[src/rtl/spi_rf_pkg.sv]
`timescale 1ns/1ps
// Shared types for the SPI byte-store front end.
package spi_rf_pkg;
    // Framing phase: waiting for the command byte, or moving data bytes.
    typedef enum logic {
        PH_ADDR = 1'b0,
        PH_DATA = 1'b1
    } phase_e;
endpackage

[src/rtl/spi_rf_sync.sv]
`timescale 1ns/1ps
// Multi-stage synchroniser for one asynchronous input.
// Assumes STAGES >= 2. The reset value is set per instance.
module spi_rf_sync #(
    parameter int   STAGES  = 2,
    parameter logic RST_VAL = 1'b0
) (
    input  logic clk,
    input  logic rst_n,
    input  logic d,
    output logic q
);
    logic [STAGES-1:0] chain;

    // Shift the input through the flop chain.
    always_ff @(posedge clk) begin
        if (!rst_n) chain <= {STAGES{RST_VAL}};
        else        chain <= {chain[STAGES-2:0], d};
    end

    assign q = chain[STAGES-1];
endmodule

[src/rtl/spi_rf_frame.sv]
`timescale 1ns/1ps
// Serial-clock edge detection, bit counting and receive shifting.
// Assumes synchronised inputs and a power-of-two DATA_W.
// Selection is held off after a power fail until chip select rises.
module spi_rf_frame #(
    parameter int DATA_W = 8,
    parameter int BIT_W  = $clog2(DATA_W)
) (
    input  logic              clk,
    input  logic              rst_n,
    input  logic              cs_n_s,
    input  logic              sck_s,
    input  logic              mosi_s,
    input  logic              pwr_fail,
    output logic              sel,
    output logic              rise,
    output logic              fall,
    output logic              byte_done,
    output logic [BIT_W-1:0]  bit_cnt,
    output logic [DATA_W-1:0] rx_byte
);
    logic              sck_q;
    logic              lock;
    logic [DATA_W-1:0] rx_sh;

    assign sel       = !cs_n_s && !lock && !pwr_fail;
    assign rise      = sel && sck_s && !sck_q;
    assign fall      = sel && !sck_s && sck_q;
    assign byte_done = rise && (bit_cnt == BIT_W'(DATA_W - 1));
    assign rx_byte   = {rx_sh[DATA_W-2:0], mosi_s};

    // Track the previous serial clock level, even while deselected.
    always_ff @(posedge clk) begin
        if (!rst_n) sck_q <= 1'b0;
        else        sck_q <= sck_s;
    end

    // Hold off the bus from a power fail until chip select is released.
    always_ff @(posedge clk) begin
        if (!rst_n)        lock <= 1'b0;
        else if (pwr_fail) lock <= 1'b1;
        else if (cs_n_s)   lock <= 1'b0;
    end

    // Count bits and shift in data. Both restart whenever deselected.
    always_ff @(posedge clk) begin
        if (!rst_n || !sel) begin
            bit_cnt <= '0;
            rx_sh   <= '0;
        end else if (rise) begin
            bit_cnt <= bit_cnt + BIT_W'(1);
            rx_sh   <= rx_byte;
        end
    end
endmodule

[src/rtl/spi_rf_store.sv]
`timescale 1ns/1ps
// Byte array with one synchronous write port and one combinational read port.
// Clears to zero on reset.
module spi_rf_store #(
    parameter int ADDR_W = 6,
    parameter int DATA_W = 8
) (
    input  logic              clk,
    input  logic              rst_n,
    input  logic              we,
    input  logic [ADDR_W-1:0] waddr,
    input  logic [DATA_W-1:0] wdata,
    input  logic [ADDR_W-1:0] raddr,
    output logic [DATA_W-1:0] rdata
);
    localparam int DEPTH = 1 << ADDR_W;

    logic [DATA_W-1:0] mem [DEPTH];

    // Clear on reset, otherwise write one byte when enabled.
    always_ff @(posedge clk) begin
        if (!rst_n) begin
            for (int i = 0; i < DEPTH; i++) mem[i] <= '0;
        end else if (we) begin
            mem[waddr] <= wdata;
        end
    end

    assign rdata = mem[raddr];
endmodule

[src/rtl/spi_rf_top.sv]
`timescale 1ns/1ps
// SPI slave front end for a byte store.
// Command byte: MSB = write flag, low ADDR_W bits = start location,
// the bits between are ignored. Data bytes follow with auto-increment.
// Assumes DATA_W is a power of two, DATA_W >= ADDR_W + 2, and pwr_fail
// is synchronous to clk.
module spi_rf_top
    import spi_rf_pkg::*;
#(
    parameter int ADDR_W      = 6,
    parameter int DATA_W      = 8,
    parameter int SYNC_STAGES = 2
) (
    input  logic clk,
    input  logic rst_n,
    input  logic spi_cs_n,
    input  logic spi_sck,
    input  logic spi_mosi,
    input  logic pwr_fail,
    output logic spi_miso
);
    localparam int         BIT_W    = $clog2(DATA_W);
    localparam int         WR_BIT   = DATA_W - 1;
    localparam int         N_SYNC   = 3;
    localparam logic [2:0] SYNC_RST = 3'b001;  // cs_n idles high

    logic [N_SYNC-1:0] raw_in, syn_in;
    logic              cs_active, sck_rise, sck_fall, byte_done;
    logic [BIT_W-1:0]  bit_cnt;
    logic [DATA_W-1:0] rx_byte, tx_byte, rd_data;
    logic [ADDR_W-1:0] addr, rd_addr;
    logic              wr_mode, mem_we, miso_q;
    phase_e            phase;
    logic              addr_unused;

    assign raw_in = {spi_mosi, spi_sck, spi_cs_n};

    // One synchroniser for each serial input.
    for (genvar g = 0; g < N_SYNC; g++) begin : g_sync
        spi_rf_sync #(.STAGES(SYNC_STAGES), .RST_VAL(SYNC_RST[g])) u_sync (
            .clk(clk), .rst_n(rst_n), .d(raw_in[g]), .q(syn_in[g])
        );
    end

    spi_rf_frame #(.DATA_W(DATA_W), .BIT_W(BIT_W)) u_frame (
        .clk(clk), .rst_n(rst_n),
        .cs_n_s(syn_in[0]), .sck_s(syn_in[1]), .mosi_s(syn_in[2]),
        .pwr_fail(pwr_fail),
        .sel(cs_active), .rise(sck_rise), .fall(sck_fall),
        .byte_done(byte_done), .bit_cnt(bit_cnt), .rx_byte(rx_byte)
    );

    assign mem_we      = byte_done && (phase == PH_DATA) && wr_mode;
    assign rd_addr     = (phase == PH_ADDR) ? rx_byte[ADDR_W-1:0]
                                            : addr + ADDR_W'(1);
    assign addr_unused = ^rx_byte[WR_BIT-1:ADDR_W];

    spi_rf_store #(.ADDR_W(ADDR_W), .DATA_W(DATA_W)) u_store (
        .clk(clk), .rst_n(rst_n), .we(mem_we),
        .waddr(addr), .wdata(rx_byte), .raddr(rd_addr), .rdata(rd_data)
    );

    // Framing: decode the command byte, step the location, preload read data.
    always_ff @(posedge clk) begin
        if (!rst_n) begin
            phase   <= PH_ADDR;
            wr_mode <= 1'b0;
            addr    <= '0;
            tx_byte <= '0;
        end else if (pwr_fail) begin
            phase   <= PH_ADDR;
            wr_mode <= 1'b0;
            addr    <= '0;
        end else if (!cs_active) begin
            phase   <= PH_ADDR;
        end else if (byte_done) begin
            tx_byte <= rd_data;
            if (phase == PH_ADDR) begin
                addr    <= rx_byte[ADDR_W-1:0];
                wr_mode <= rx_byte[WR_BIT];
                phase   <= PH_DATA;
            end else begin
                addr    <= addr + ADDR_W'(1);
            end
        end
    end

    // Present the next read bit after each falling serial-clock edge.
    always_ff @(posedge clk) begin
        if (!rst_n || !cs_active) begin
            miso_q <= 1'b0;
        end else if (sck_fall) begin
            miso_q <= (phase == PH_DATA && !wr_mode) ? tx_byte[~bit_cnt] : 1'b0;
        end
    end

    assign spi_miso = miso_q && cs_active;
endmodule

[config.mk]
export PLATFORM = sky130hd
export DESIGN_NAME = spi_rf_top
export DESIGN_NICKNAME = d
export VERILOG_FILES = /design/src/rtl/spi_rf_pkg.sv /design/src/rtl/spi_rf_sync.sv /design/src/rtl/spi_rf_frame.sv /design/src/rtl/spi_rf_store.sv /design/src/rtl/spi_rf_top.sv
export SDC_FILE = /design/constraint.sdc
export NUM_CORES = 1
export LEC_CHECK = 0
export ABC_CLOCK_PERIOD_IN_PS = 6250
export BUFFER_PORTS_ARGS = -buffer_cell sky130_fd_sc_hd__buf_2
export CAP_MARGIN = 20
export CELL_PAD_IN_SITES_DETAIL_PLACEMENT = 0
export CELL_PAD_IN_SITES_GLOBAL_PLACEMENT = 1
export CORE_ASPECT_RATIO = 2
export CORE_MARGIN = 4
export CORE_UTILIZATION = 59
export DETAILED_ROUTE_END_ITERATION = 10
export PLACE_DENSITY = 0.86
export REMOVE_ABC_BUFFERS = 1
export SETUP_SLACK_MARGIN = 0.4
export SLEW_MARGIN = 20
export SYNTH_ARGS = -nofsm -noshare
export SYNTH_HDL_FRONTEND = slang
export SYNTH_HIERARCHICAL = 1
export SYNTH_SLANG_ARGS = --single-unit
[constraint.sdc]
create_clock -name clk -period 6.25 [get_ports clk]
set_clock_uncertainty 0.15 [all_clocks]
set_input_delay 0.9375 -clock clk [delete_from_list [all_inputs] [get_ports clk]]
set_output_delay 0.9375 -clock clk [all_outputs]
set_load 0.005 [all_outputs]
==> impl_metrics.ini <==
[setup_path]
critPathMaxStageDelay_ps = 1040
cp_common_cell = and3_1
cp.arrival_ps = 4270
crit_required_ps = 6280
end_kind = flip-flop
slowest_stage = o21ai_0
path_max_fanout = 14
path_class = reg2reg
worstPathCellList = nor2b_1 -> and3_1 -> and3_1 -> nand2_1 -> or4_1 -> o21ai_0
cp-start-kind = flip-flop

[placement]
preCtsSetupSlack_ps = 1659
gp_congestion = 0.8971
port_buffers = 6
dpl.hpwl_mm = 42.13

[detailed_routing]
dr.first_iter.drc_count = 1348
route.detailed.drc = 0
dr.pass1.iters = 7
vias = 14280
wl_per_cell_um = 28.58
drt_wl_total_mm = 64.37
ant_nets = 0
via_per_inst = 6.339

[clock_network]
clock_latency_ps = 570
cts_tree = yes
post_cts_buffers = 0
clkTransAtPathRegs_ps = 70
cts_root_buffer = clkbuf_16
clockBufferDepth = 3
cts_max_level = 2
clock-sinks = 547
cts_buffers = 44
cts-resized-gates = 0
cts_hold_buf = 0

[timing]
holdWs_ps = 265.4
period_share_pct = 67.88
finalWorstSetupSlack_ps = 2007
period_needed_ps = 4243
setup_violations = 0
max_freq_ghz = 0.2357
final-hold-violation-count = 0
maxSlewViolCount = 0
max_slew_margin_pct = 21.01
worst_pin_slew_ps = 1173
rsz0062_at_grt = no

[layout]
ff_latch_area_mm2 = 0.01610
multi_input_area_mm2 = 0.008645
drive_above_1_share_pct = 15.82
final_nets = 1681
insertedDiodeCount = 0
final_util_pct = 63.77
fillCellCount = 3080
area_delta_synth_final_pct = 7.193

[power]
clkPwrFrac_pct = 38.7
power_density_mw_per_mm2 = 270.7
switching_share_pct = 20.72
ir_drop_v = 0.0003486
power_leakage_nw = 8.793
p_total_mw = 7.348
p_int_mw = 5.825
pwr-share-seq_pct = 57.7
pwr-share-comb_pct = 3.6
p_sw_mw = 1.523

[yosys]
syn_area_mm2 = 0.02533
postSynthCellCount = 1731
synth.avg_cell_area_um2 = 14.63
synthesis.yosys.warnings = 6

[global_routing]
grt_max_degree = 107
antenna_found_initial = 0
grt_pass1_wl_mm = 93.94
grt_usage_pct = 27.97
first_global_vias = 14440
grt_overflow_total = 0

[floorplan]
start_util_pct = 59.49
die_h_um = 301.0
core_mm2 = 0.04257
io_pins = 7
die_w_um = 154.5
placementRows = 107
dieArea_mm2 = 0.04651

[job]
cap_violations = 0

[hold_path]
hp-class = reg2reg

[outcome]
status = finished, final reports clean
==> sequential cells by signal, summed over array words and instances (netlist names), 3 cells and up <==
register and cells:
u_frame/bit_cnt 3, addr 6, tx_byte 8, u_store/mem 512, g_sync.u_sync/chain 6, u_frame/rx_sh 7
==> power by group through the flow <==
stage | sequential [mW] | clock (mW) | combinational (mW)
floorplan | 4.27 | 0 | 0.190
global placement | 4.31 | 0 | 0.260
detailed placement | 4.32 | 0 | 0.266
CTS | 4.24 | 2.87 | 0.267
global route | 4.25 | 3.02 | 0.281
finish | 4.24 | 2.84 | 0.268
==> area by class of cell <==
cell class / instances / area share (%)
clock buffers: 51 / 4.268
clock inverters: 30 / 1.129
inverters: 5 / 0.06913
multi-input cells: 1046 / 31.84
flip-flops and latches: 547 / 59.30
well taps: 545 / 2.512
repair buffers: 28 / 0.8849
==> worst max-delay path: cells and delay by family (launching register included) <==
family | cells | cell delay, ps
AND/OR/NAND/NOR | 5 | 2320
AO/OA/AOI/OAI | 1 | 1040
flip-flops | 1 | 350
==> per-stage QoR <==
step	area, um^2	TNS [ps]	std cells
2_1_floorplan	24680	-41880	1598
3_3_place_gp	25620	0	2166
3_5_place_dp	25660	0	2168
4_1_cts	27130	0	2249
5_1_grt	27150	0	2252
6_report	27150	0	2252
==> worst paths after layout <==
path	startpoint	to	slack, ps	depth (start not counted)
hold reg to reg	g_sync[0].u_sync/chain[0]$_SDFF_PN1_	g_sync[0].u_sync/chain[1]$_SDFF_PN1_	270	1
setup reg to reg	g_sync[1].u_sync/chain[1]$_SDFF_PN0_	u_store/mem[32][0]$_SDFFCE_PN0P_	2010	6
setup / recovery	g_sync[1].u_sync/chain[1]$_SDFF_PN0_	u_store/mem[32][0]$_SDFFCE_PN0P_	2010	6
hold / removal	g_sync[0].u_sync/chain[0]$_SDFF_PN1_	g_sync[0].u_sync/chain[1]$_SDFF_PN1_	270	1
==> per-layer routing <==
metal | share of wire, % | track usage, % | routed length (um)
met5 | 0 | 0 | 0
met4 | 7.8 | 17.79 | 5042
met1 | 31 | 29.89 | 20260
met3 | 5.2 | 2.992 | 3370
met2 | 55 | 51.85 | 35690
==> layout by cell type, fill, tap and decap left out, types with 13 or more instances in the layout <==
cell and count:
nor2_1 86, buf_4 15, o21ai_0 39, o21ai_1 40
nand2_1 31, and2_1 522, dfxtp_1 27, clkbuf_16 45
edfxtp_1 512, a21oi_1 17, clkinv_2 13, mux2i_1 26
mux4_2 133, o22ai_1 14
No activity file was read; power rests on OpenSTA's default activity.
